`config.mk`:
```
export PLATFORM = sky130hd
export DESIGN_NAME = quad_clock_gen
export DESIGN_NICKNAME = d
export VERILOG_FILES = /design/src/rtl/quad_pkg.sv /design/src/rtl/quad_ring_core.sv /design/src/rtl/quad_phase_decoder.sv /design/src/rtl/quad_clock_gen.sv
export SDC_FILE = /design/constraint.sdc
export NUM_CORES = 1
export LEC_CHECK = 0
export BUFFER_PORTS_ARGS = -buffer_cell sky130_fd_sc_hd__buf_4
export CORE_AREA = 2 2 39 41
export CTS_BUF_LIST = sky130_fd_sc_hd__clkbuf_8
export DETAILED_ROUTE_END_ITERATION = 10
export DIE_AREA = 0 0 41 43
export GPL_TIMING_DRIVEN = 0
export PLACE_DENSITY = 0.43
export SLEW_MARGIN = 40
export SYNTH_ARGS = -nofsm -noshare
export SYNTH_HDL_FRONTEND = slang
export SYNTH_SLANG_ARGS = --single-unit
```
`constraint.sdc`:
```
create_clock -name clk -period 1.5 [get_ports clk]
set_clock_uncertainty 0.05 [all_clocks]
set_input_delay 0.15 -clock clk [delete_from_list [all_inputs] [get_ports clk]]
set_output_delay 0.15 -clock clk [all_outputs]
set_load 0.1 [all_outputs]
```
`src/rtl/quad_pkg.sv`:
```
// Package: shared constants and helpers for the quadrature clock generator.
// Assumes the ring has an even number of stages so that a quarter-period
// tap exists.
package quad_pkg;

    // Default number of twisted-ring stages (two stages give four phases).
    localparam int QUAD_DEFAULT_STAGES = 2;

    // Number of distinct ring states, and so of one-hot phases, for a ring.
    function automatic int ring_states(input int stages);
        return 2 * stages;
    endfunction

endpackage

```
`src/rtl/quad_ring_core.sv`:
```
// Module: quad_ring_core
// Twisted (Johnson) ring of STAGES flip-flops. All of them are clocked on
// the same rising edge. Stage 0 loads the inverse of the last stage, and
// every other stage loads its predecessor. The module also exposes the
// next-state vector so that a decoder can register its outputs in step
// with the ring.
// Assumes: STAGES is even and at least 2; synchronous active-low reset.
module quad_ring_core #(
    parameter int STAGES = quad_pkg::QUAD_DEFAULT_STAGES
) (
    input  logic              clk,
    input  logic              rst_n,
    input  logic              en,
    output logic [STAGES-1:0] ring_q,
    output logic [STAGES-1:0] ring_d
);

    // Next-state shift: the inverted tail wraps around to the head.
    always_comb begin
        ring_d[0] = ~ring_q[STAGES-1];
        for (int s = 1; s < STAGES; s++) begin
            ring_d[s] = ring_q[s-1];
        end
    end

    // State register: clear on reset, advance on enable, hold otherwise.
    always_ff @(posedge clk) begin
        if (!rst_n) begin
            ring_q <= '0;
        end else if (en) begin
            ring_q <= ring_d;
        end
    end

endmodule

```
`src/rtl/quad_phase_decoder.sv`:
```
// Module: quad_phase_decoder
// Registered decoder that maps each ring state onto one one-hot phase bit.
// It decodes the ring's next state and loads the result on the same edge
// as the ring, so the phase register always matches the ring register.
// Because the outputs come straight from flip-flops, they carry no
// decode glitches.
// Assumes: the ring only visits legal twisted-ring states.
module quad_phase_decoder #(
    parameter int STAGES = quad_pkg::QUAD_DEFAULT_STAGES,
    localparam int PHASES = quad_pkg::ring_states(STAGES)
) (
    input  logic              clk,
    input  logic              rst_n,
    input  logic              en,
    input  logic [STAGES-1:0] ring_next,
    output logic [PHASES-1:0] phase_q
);

    // Ring pattern for step k: ones fill in from stage 0, then zeros follow.
    function automatic logic [STAGES-1:0] pattern_of(input int k);
        logic [STAGES-1:0] p;
        for (int b = 0; b < STAGES; b++) begin
            if (k < STAGES) p[b] = (b < k);
            else            p[b] = (b >= k - STAGES);
        end
        return p;
    endfunction

    logic [PHASES-1:0] phase_d;

    // Compare the next state against every legal pattern.
    always_comb begin
        for (int k = 0; k < PHASES; k++) begin
            phase_d[k] = (ring_next == pattern_of(k));
        end
    end

    // Phase register: phase 0 on reset, follow the ring on enable.
    always_ff @(posedge clk) begin
        if (!rst_n) begin
            phase_q    <= '0;
            phase_q[0] <= 1'b1;
        end else if (en) begin
            phase_q <= phase_d;
        end
    end

    // the registered phase bus is one-hot on every cycle out of reset.
    assert_phase_onehot_R4: assert property (@(posedge clk) disable iff (!rst_n)
        $onehot(phase_q));

    // an enabled edge moves the active phase up by one, wrapping around.
    assert_phase_rotates_R2: assert property (@(posedge clk) disable iff (!rst_n)
        en |=> phase_q == {$past(phase_q[PHASES-2:0]), $past(phase_q[PHASES-1])});

endmodule

```
`src/rtl/quad_clock_gen.sv`:
```
// Module: quad_clock_gen
// Top level of the quadrature clock generator. It takes I from ring stage
// 0 and Q from the stage half-way round the ring, which lags by a quarter
// period. It also provides the registered one-hot phase enables for a
// commutating mixer.
// Assumes: clk runs at four times the output rate (with the default
// stages); only the rising edge of clk is used.
module quad_clock_gen #(
    parameter int STAGES = quad_pkg::QUAD_DEFAULT_STAGES,
    localparam int PHASES = quad_pkg::ring_states(STAGES),
    localparam int Q_TAP = STAGES / 2
) (
    input  logic              clk,
    input  logic              rst_n,
    input  logic              en,
    output logic              i_clk_o,
    output logic              q_clk_o,
    output logic [PHASES-1:0] phase_o
);

    logic [STAGES-1:0] ring_q;
    logic [STAGES-1:0] ring_d;

    quad_ring_core #(.STAGES(STAGES)) u_core (
        .clk    (clk),
        .rst_n  (rst_n),
        .en     (en),
        .ring_q (ring_q),
        .ring_d (ring_d)
    );

    quad_phase_decoder #(.STAGES(STAGES)) u_dec (
        .clk       (clk),
        .rst_n     (rst_n),
        .en        (en),
        .ring_next (ring_d),
        .phase_q   (phase_o)
    );

    // Output taps: I from the head stage, Q from the quarter-period stage.
    always_comb begin
        i_clk_o = ring_q[0];
        q_clk_o = ring_q[Q_TAP];
    end

    // a reset edge leaves both clocks low and phase 0 active.
    assert_reset_state_R1: assert property (@(posedge clk)
        !rst_n |=> (!i_clk_o && !q_clk_o && phase_o == PHASES'(1)));

    // phase 0 is active exactly when both clocks are low.
    assert_phase0_match_R3: assert property (@(posedge clk) disable iff (!rst_n)
        phase_o[0] == (!i_clk_o && !q_clk_o));

    // with the enable low, clocks and phases keep their values.
    assert_hold_when_idle_R7: assert property (@(posedge clk) disable iff (!rst_n)
        !en |=> $stable({i_clk_o, q_clk_o, phase_o}));

endmodule

```
; Word level (Yosys, flattened, before mapping)
; Cells that the tools add are included.
[totals]
reg_bits = 6
inputBits = 3
output_inout_bits = 6
word_cells = 7
[classes]
n_eq_ne = 3
bitwise = 1
n_reduce_logical = 1
[ops]
columns = cell, n
row1 = "2-bit equality test, second input constant", 2
row2 = "2-bit by 1-bit equality test with 1-bit output, second input constant", 1
row3 = 2-bit logical NOT, 1
row4 = 1-bit inverter, 1

; Depth between registers and ports, before layout
; Gate-level depths: netlist of run 1.
[depth]
ltp_word = 2
depth_mapped = 3

; By module
; From an unflattened synthesis of run 1, not the netlist that was laid out.
[hier_totals]
hier_cells = 24
hier_area_um2 = 235.2
[by_module_without_submodules]
columns = module, n_inst, cells_per_inst, area_each_um2, seq_area_each_um2
row1 = quad_phase_decoder, 1, 16, 153.9, 80.1
row2 = quad_ring_core, 1, 8, 81.3, 40.0

; Worst setup path before layout of run 1
; No wires, ideal clock.
[synth_timing]
path_kind = register to register
startpoint = register u_core.ring_q[0]
endpoint = register u_dec.phase_q[0]
t_arrival_ps = 1291
setup_slack_ps = 35
stages_incl_launch_ff = 3
period_less_slack_ps = 1465
path_cell_list = dfxtp_1 > nand3b_1 > nand3_1
[synth_via]
elab_chain_len = 1
[synth_lines]
columns = item, line_no
row1 = "start, declared", quad_ring_core.sv:14  ; output logic [STAGES-1:0] ring_q,
row2 = "start signal, assigned", quad_ring_core.sv:31  ; ring_q <= ring_d;
row3 = 2-bit logical NOT, quad_phase_decoder.sv:34  ; phase_d[k] = (ring_next == pattern_of(k));
row4 = "end signal, assigned", quad_phase_decoder.sv:44  ; phase_q <= phase_d;
row5 = "end, declared", quad_phase_decoder.sv:16  ; output logic [PHASES-1:0] phase_q
; Every way passes these cells.
; A chain may end at the register's enable or synchronous reset.

; Worst setup path after layout of run 1
[layout_timing]
startpoint = register u_core.ring_q[0]
endpoint = output i_clk_o
[layout_rtl]
columns = item, line_no
row1 = "end, declared", quad_clock_gen.sv:16  ; output logic i_clk_o,
; No word-level cell between the ends.

==> flow_summary_export.csv, run 1 <==
group,metric,value,unit
critical_path,end_kind,"output pin",
floorplan,num_rows,14,
clock_tree,cts_resized,0,
power_and_ir_drop,p_per_area,1440,nW/um2
grt,grt_max_degree,10,
yosys,syn-num-nets,27,
sta,max_freq,0.832,GHz
critical_path,slowest_delay,440,ps
outcome,status,"finished, final reports clean",
yosys,syn_area_per_cell,10.5,um2
critical_path,critPathTopFamily,"flip-flops",
route,ant_nets,0,
yosys,synthTopCellsByArea,"dfxtp_1 48%, nand3b_1 12%, nand2b_1 10%",
critical_path,rrSetupSlack,680,ps
grt,antenna_found_initial,0,
critical_path,path_class,"register to output pin",
sta,worst_pin_slew,278,ps
finish,synthToLayoutAreaGrowth,45.3,%
route,route.vias.total,197,
grt,grt_pass1_vias,195,
critical_path,crit_path_start_kind,"register",
route,drc,0,
critical_path,arrival,1000,ps
sta,fin_crit,1200,ps
clock_tree,clk_pin_slew,40,ps
yosys,ys_types,12,
critical_path,worst-path-max-fanout,7,
finish,fin_cells,50,
grt,grt_pass1_wl,814,um
route,wl_per_cell,9.50,um
floorplan,dieHeight,43,um
clock_tree,cts_buffers,3,
place,dp_cells,47,
power_and_ir_drop,p_leak,0.150,nW
power_and_ir_drop,ir_drop,0.570,mV
clock_tree,cts.sinks,6,
grt,overflow,0,
finish,final_nets,39,
route,dr.pass1.iters,4,
critical_path,crit_chain,"buf_4",
sta,setup_violations,0,
place,placement.io_buffers,7,
critical_path,cp.buffers_inverters,1,
critical_path,cp.required,1300,ps
floorplan,io_pins,9,
clock_tree,cts-root-buf,"clkbuf_8",
route,drt_iter0_drc,3,
finish,drive_gt1_frac,0.412,
sta,rsz0062_at_grt,"no",
yosys,synth_area,251,um2
yosys,seq_area_frac_synth,0.478,
sta,drv_slew,0,
clock_tree,post-cts-setup-buffers,0,
critical_path,r2r_start,"u_core.ring_q[0]",
yosys,syn_inst,24,
yosys,yosysWarnings,0,
route,vias_per_cell,3.94,
sta,post-route-period-util,0.801,
worst_hold_path,hold_start,"rst_n",
grt,grt_use_total,0.0742,
yosys,yosys.area.top_type_share,0.478,
floorplan,die_area,1760,um2
route,routed_wl,475,um
floorplan,initial_core_util,0.182,
clock_tree,cts_buffer_depth,2,
clock_tree,cts_hold_buffers,0,
sta,setup_tns,0,ps
finish,antennaDiodeCount,0,
critical_path,cp_slowest_cell,"dfxtp_1",
yosys,synth_seq_cells,6,
sta,hold_viol,0,
job,drv_cap,0,
clock_tree,clk_latency,220,ps
yosys,synth_top_cell_by_area,"dfxtp_1",
power_and_ir_drop,p_total,526,uW
critical_path,critPathLaunch,"u_core.ring_q[0]",
floorplan,die_w,41,um
worst_hold_path,hp-class,"primary input to register",
floorplan,core,1380,um2
clock_tree,cts.htree.levels,1,
place,routabilityCongestion,0.672,
sta,max_slew_margin,0.816,
clock_tree,cts_tree,"yes",
[kinds of logic after synthesis]
kind of cell | synth area share
DFF | 0.478
buffers and inverters | 0.0448
AOI/OAI and AO/OA | 0.134
muxes | 0.0398
and+or+nand+nor | 0.303
[routing by layer]
metal,share of wire,GRT usage,routed length (um),vias up
met5,0,0,0,-
met4,0,0.0600,0,0
met3,0.11,0.0471,52,0
met2,0.43,0.0875,203,9
met1,0.46,0.0897,219,85
li1,-,-,-,103
[worst paths after layout]
| path | endpoint | depth (start not counted) |
|---|---|---|
| max | i_clk_o | 1 |
| min | u_dec.phase_q[0] | 2 |
| max reg2reg | u_dec.phase_q[0] | 2 |
| min reg2reg | u_dec.phase_q[3] | 2 |
[per-stage QoR]
stage / setup WS (ps) / instance area, um2 / hold slack, ps / utilization
2_1_floorplan: 35.0 / 251 / 172 / -
3_3_place_gp: 543 / 324 / 334 / 0.234
3_5_place_dp: 529 / 324 / 335 / 0.234
4_1_cts: 290 / 365 / 106 / 0.264
5_1_grt: 250 / 365 / 112 / 0.264
6_report: 298 / 365 / 105 / 0.264
[layout by cell type (no fill, tap or decap)]
cell type and count:
o31ai_2 1, mux2i_1 1, a21boi_2 1, nand3b_1 4, dfxtp_1 6, nand2_1 1
buf_6 1, nor2b_1 1, nand3_1 1, clkbuf_8 3, buf_4 7, nand2_2 1
nand2b_1 4, o21ai_1 2
[cells in the mapped netlist]
cell / instances
dfxtp_1: 6
nand2b_1: 4
nand3b_1: 4
o21ai_1: 2
a21boi_2: 1
buf_6: 1
mux2i_1: 1
nand2_1: 1
nand2_2: 1
nand3_1: 1
nor2b_1: 1
o31ai_2: 1
[layout make-up]
| type | count | area, um2 |
|---|---|---|
| plain buffers | 1 | 11.3 |
| clock buffers | 3 | 41.3 |
| fillers | 153 | 1020 |
| repair buffers | 7 | 52.6 |
| multi-input cells | 17 | 120 |
| well taps | 16 | 20.0 |
| flip-flops and latches | 6 | 120 |
[flip-flops by register name, summed over array words and instances (netlist names)]
signal,count
u_dec.phase_q,4
u_core.ring_q,2
[power breakdown]
part / total, mW / internal [mW] / switching, mW
clock network: 0.240 / 0.172 / 0.0675
logic: 0.108 / 0.0270 / 0.0808
registers: 0.179 / 0.170 / 0.00888
total: 0.526 / 0.369 / 0.157
Note: power is estimated with default switching activity, not from simulation.
==> run 2: changes to the inputs <==
clock period = 1.2 ns   (was 1.5 ns; I/O delays follow)
==> run 2 against run 1 <==
Compared with the run above: highest routed layer unchanged; non-clock buffer count stayed put; count of clock-buffer cells in the layout stayed put; sequential share of layout area increased by 1.1 points; final cell count unchanged; utilization increased by 0.45 points; worst hold slack lost 22 ps; via count up 3.0%; clock power increased by 25%; design area up 1.7%; largest cell class unchanged; setup slack lost 180 ps.
==> flow_summary_export.csv, run 2 (synthesized netlist as in run 1, its figures left out) <==
group,metric,value,unit
route,drc,0,
clock_tree,clk_latency,220,ps
grt,met3_usage,0.0314,
finish,synthToLayoutAreaGrowth,47.8,%
critical_path,cp.required,1030,ps
finish,design_area,372,um2
grt,overflow,0,
place,dp_cells,47,
clock_tree,cts_buffer_depth,2,
finish,drive_gt1_frac,0.559,
clock_tree,clk_pin_slew,40,ps
sta,rsz0062_at_grt,"no",
finish,final_common_cell,"buf_4",
critical_path,r2r_start,"u_core.ring_q[0]",
power_and_ir_drop,p_per_area,1770,nW/um2
sta,setup_ws,118,ps
clock_tree,cts_tree,"yes",
sta,post-route-period-util,0.902,
floorplan,dieHeight,43,um
finish,post-route-util,0.269,
route,routed_wl,512,um
sta,max_slew_margin,0.815,
route,wl_per_cell,10.2,um
job,drv_cap,0,
finish,top_register,"u_dec.phase_q",
sta,fin_crit,1080,ps
critical_path,cp.buffers_inverters,1,
finish,final_cell_mix,"7 x buf_4, 5 x dfxtp_2, 4 x nand3b_1, 4 x nand2b_1, 3 x clkbuf_8",
worst_hold_path,hp-class,"primary input to register",
worst_hold_path,hold_end,"u_dec.phase_q[0]",
critical_path,crit_path_start_kind,"register",
grt,grt_max_degree,10,
grt,grt_util_met2,0.0813,
floorplan,initial_core_util,0.182,
clock_tree,cts_resized,0,
route,drt_iter0_drc,2,
floorplan,num_rows,14,
finish,reg_top3,"u_dec.phase_q x4, u_core.ring_q x2",
grt,grt_pass1_vias,193,
critical_path,end_kind,"output pin",
floorplan,die_w,41,um
grt,busiest_layer,"met1",
clock_tree,cts.htree.levels,1,
clock_tree,cts.sinks,6,
sta,hold_viol,0,
outcome,status,"finished, final reports clean",
grt,antenna_found_initial,0,
clock_tree,post-cts-setup-buffers,0,
floorplan,die_area,1760,um2
worst_hold_path,holdPathStages,2,
finish,final_nets,39,
place,dpl_cell_area,330,um2
floorplan,io_pins,9,
critical_path,slowest_delay,380,ps
floorplan,core,1380,um2
place,hpwl,358,um
route,route.vias.total,203,
sta,setup_tns,0,ps
place,place_ws,347,ps
sta,drv_slew,0,
critical_path,path_class,"register to output pin",
sta,setup_violations,0,
critical_path,critPathTopFamily,"flip-flops",
critical_path,arrival,910,ps
power_and_ir_drop,ir_drop,0.532,mV
grt,grt_use_total,0.0724,
clock_tree,cts-root-buf,"clkbuf_8",
sta,worst_pin_slew,279,ps
sta,max_freq,0.924,GHz
critical_path,critPathLaunch,"u_core.ring_q[1]",
grt,grt_pass1_wl,800,um
critical_path,worst-path-max-fanout,7,
finish,fin_cells,50,
place,placement.io_buffers,7,
grt,grtUsageMet1,0.100,
power_and_ir_drop,p_leak,0.152,nW
critical_path,rr_worst_depth,2,
power_and_ir_drop,p_total,659,uW
route,dr.pass1.iters,2,
critical_path,crit_chain,"buf_4",
clock_tree,cts_buffers,3,
place,routabilityCongestion,0.590,
finish,largest_reg_flops,4,
route,vias_per_cell,4.06,
worst_hold_path,hold_start,"rst_n",
critical_path,worst_r2r_endpoint,"u_dec.phase_q[0]",
finish,antennaDiodeCount,0,
clock_tree,cts_hold_buffers,0,
critical_path,cp_slowest_cell,"dfxtp_2",
critical_path,rrSetupSlack,460,ps
finish,fillers,163,
route,ant_nets,0,
sta,holdWs,83.4,ps
run 2: changes by cell type in the layout (fill, tap and decap cells not counted):
cell | before | now
dfxtp_1 | 6 | 1
dfxtp_2 | 0 | 5
run 2: power breakdown:
part / leakage, nW / internal (mW) / switching (mW)
sequential: 0.0514 / 0.214 / 0.0108
clock: 0.0216 / 0.215 / 0.0833
combinational: 0.0787 / 0.0339 / 0.102
total: 0.152 / 0.463 / 0.196
run 2: worst max path at each step:
stage                        to  slack (ps)  cells past startpoint
6_report                q_clk_o         120                      1
5_1_grt                 i_clk_o          80                      1
4_1_cts                 q_clk_o         100                      1
3_5_place_dp            q_clk_o         350                      1
3_3_place_gp            i_clk_o         350                      1
2_1_floorplan  u_dec.phase_q[0]         -40                      2
run 2: area by class of cell:
type / count / area [um2] / area share
Buffer: 1 / 11.3 / 0.0303
Tap cell: 16 / 20.0 / 0.0539
Multi-Input combinational cell: 17 / 120 / 0.323
Timing Repair Buffer: 7 / 52.6 / 0.141
Sequential cell: 6 / 126 / 0.340
Clock buffer: 3 / 41.3 / 0.111
run 2: per-layer routing:
metal / vias to the layer above / share of wire
met3: 0 / 0.090
met2: 8 / 0.41
met5: - / 0
met1: 92 / 0.50
li1: 103 / -
met4: 0 / 0
==> run 3: changes to the inputs <==
PLACE_DENSITY = unset   (was 0.43)
==> run 3 against run 2 <==
Compared with the run above: first-iteration DRC count shrank 50%; routed wire length decreased by 5.7%; final cell count unchanged; clock power barely moved; setup slack worse by 8.2 ps; sequential share of layout area did not move; sequential cell count stayed put; combinational power is essentially flat; critical endpoint unchanged; utilization stayed put; register-to-register slack hardly changed; largest cell class unchanged.
==> flow_summary_export.csv, run 3 (synthesized netlist as in run 1, its figures left out) <==
group,metric,value,unit
sta,fin_crit,1090,ps
floorplan,initial_core_util,0.182,
power_and_ir_drop,p_per_area,1770,nW/um2
critical_path,end_kind,"output pin",
critical_path,cp.required,1030,ps
outcome,status,"finished, final reports clean",
sta,setup_ws,110,ps
clock_tree,cts_buffers,3,
critical_path,slowest_delay,390,ps
finish,synthToLayoutAreaGrowth,47.8,%
sta,post-route-period-util,0.908,
grt,grt_use_total,0.0684,
route,drc,0,
finish,reg_top3,"u_dec.phase_q x4, u_core.ring_q x2",
clock_tree,cts_resized,0,
clock_tree,cts-root-buf,"clkbuf_8",
sta,max_slew_margin,0.816,
critical_path,rrSetupSlack,460,ps
clock_tree,clk_latency,220,ps
finish,final_cell_mix,"7 x buf_4, 5 x dfxtp_2, 4 x nand3b_1, 4 x nand2b_1, 3 x clkbuf_8",
critical_path,cp_slowest_cell,"dfxtp_2",
critical_path,worst-path-max-fanout,7,
critical_path,cp.buffers_inverters,1,
critical_path,critPathTopFamily,"flip-flops",
grt,grt_max_degree,10,
critical_path,crit_chain,"buf_4",
route,wl_per_cell,9.66,um
power_and_ir_drop,p_leak,0.152,nW
sta,hold_viol,0,
finish,top_register,"u_dec.phase_q",
route,drt_iter0_drc,1,
sta,setup_tns,0,ps
sta,worst_pin_slew,278,ps
clock_tree,cts_hold_buffers,0,
floorplan,core,1380,um2
sta,drv_slew,0,
sta,max_freq,0.917,GHz
route,routed_wl,483,um
finish,largest_reg_flops,4,
finish,final_nets,39,
place,routabilityCongestion,0.642,
grt,grt_pass1_wl,731,um
clock_tree,post-cts-setup-buffers,0,
grt,antenna_found_initial,0,
clock_tree,cts_buffer_depth,2,
floorplan,dieHeight,43,um
finish,drive_gt1_frac,0.559,
power_and_ir_drop,p_total,658,uW
critical_path,crit_path_start_kind,"register",
floorplan,die_w,41,um
critical_path,arrival,920,ps
route,dr.pass1.iters,2,
place,placement.io_buffers,7,
finish,antennaDiodeCount,0,
sta,setup_violations,0,
clock_tree,cts.htree.levels,1,
sta,rsz0062_at_grt,"no",
place,dp_cells,47,
floorplan,num_rows,14,
grt,overflow,0,
critical_path,path_class,"register to output pin",
clock_tree,cts_tree,"yes",
floorplan,io_pins,9,
route,route.vias.total,202,
place,place_ws,347,ps
finish,post-route-util,0.269,
grt,grt_pass1_vias,179,
finish,final_common_cell,"buf_4",
finish,fin_cells,50,
clock_tree,clk_pin_slew,40,ps
power_and_ir_drop,ir_drop,0.519,mV
place,hpwl,320,um
floorplan,die_area,1760,um2
clock_tree,cts.sinks,6,
route,vias_per_cell,4.04,
job,drv_cap,0,
worst_hold_path,hp-class,"primary input to register",
route,ant_nets,0,
run 3: cell counts in the layout (fill, tap and decap cells not counted):
Identical to the previous run, type by type.
run 3: through the flow:
| stage | area [um2] | hold WS [ps] |
|---|---|---|
| finish | 372 | 83.6 |
| global route | 372 | 74.2 |
| CTS | 372 | 79.0 |
| detailed placement | 330 | 308 |
| global placement | 330 | 307 |
| floorplan | 258 | 142 |
run 3: final timing paths:
| kind | endpoint | cells after the start | from |
|---|---|---|---|
| max | q_clk_o | 1 | u_core.ring_q[1] |
| min | u_dec.phase_q[0] | 2 | rst_n |
| max reg2reg | u_core.ring_q[0] | 2 | u_core.ring_q[1] |
| min reg2reg | u_dec.phase_q[2] | 2 | u_dec.phase_q[2] |
run 3: area by class of cell:
type	instances	area [um2]
buffer	1	11.3
sequential	6	126
multi-input combinational	17	120
timing repair buffer	7	52.6
tap	16	20.0
clock buffer	3	41.3
fill	150	1010
run 3: routing by layer:
metal  vias up  share of wire  global-route usage
li1        104              -                   -
met1        93           0.48              0.0744
met2         5           0.47              0.0844
met3         0          0.052              0.0471
met4         0              0              0.0600
met5         -              0                   0
run 3: power by group:
| group | switching [mW] | total, mW | internal (mW) |
|---|---|---|---|
| clock network | 0.0821 | 0.297 | 0.215 |
| logic | 0.101 | 0.135 | 0.0339 |
| registers | 0.0112 | 0.225 | 0.214 |
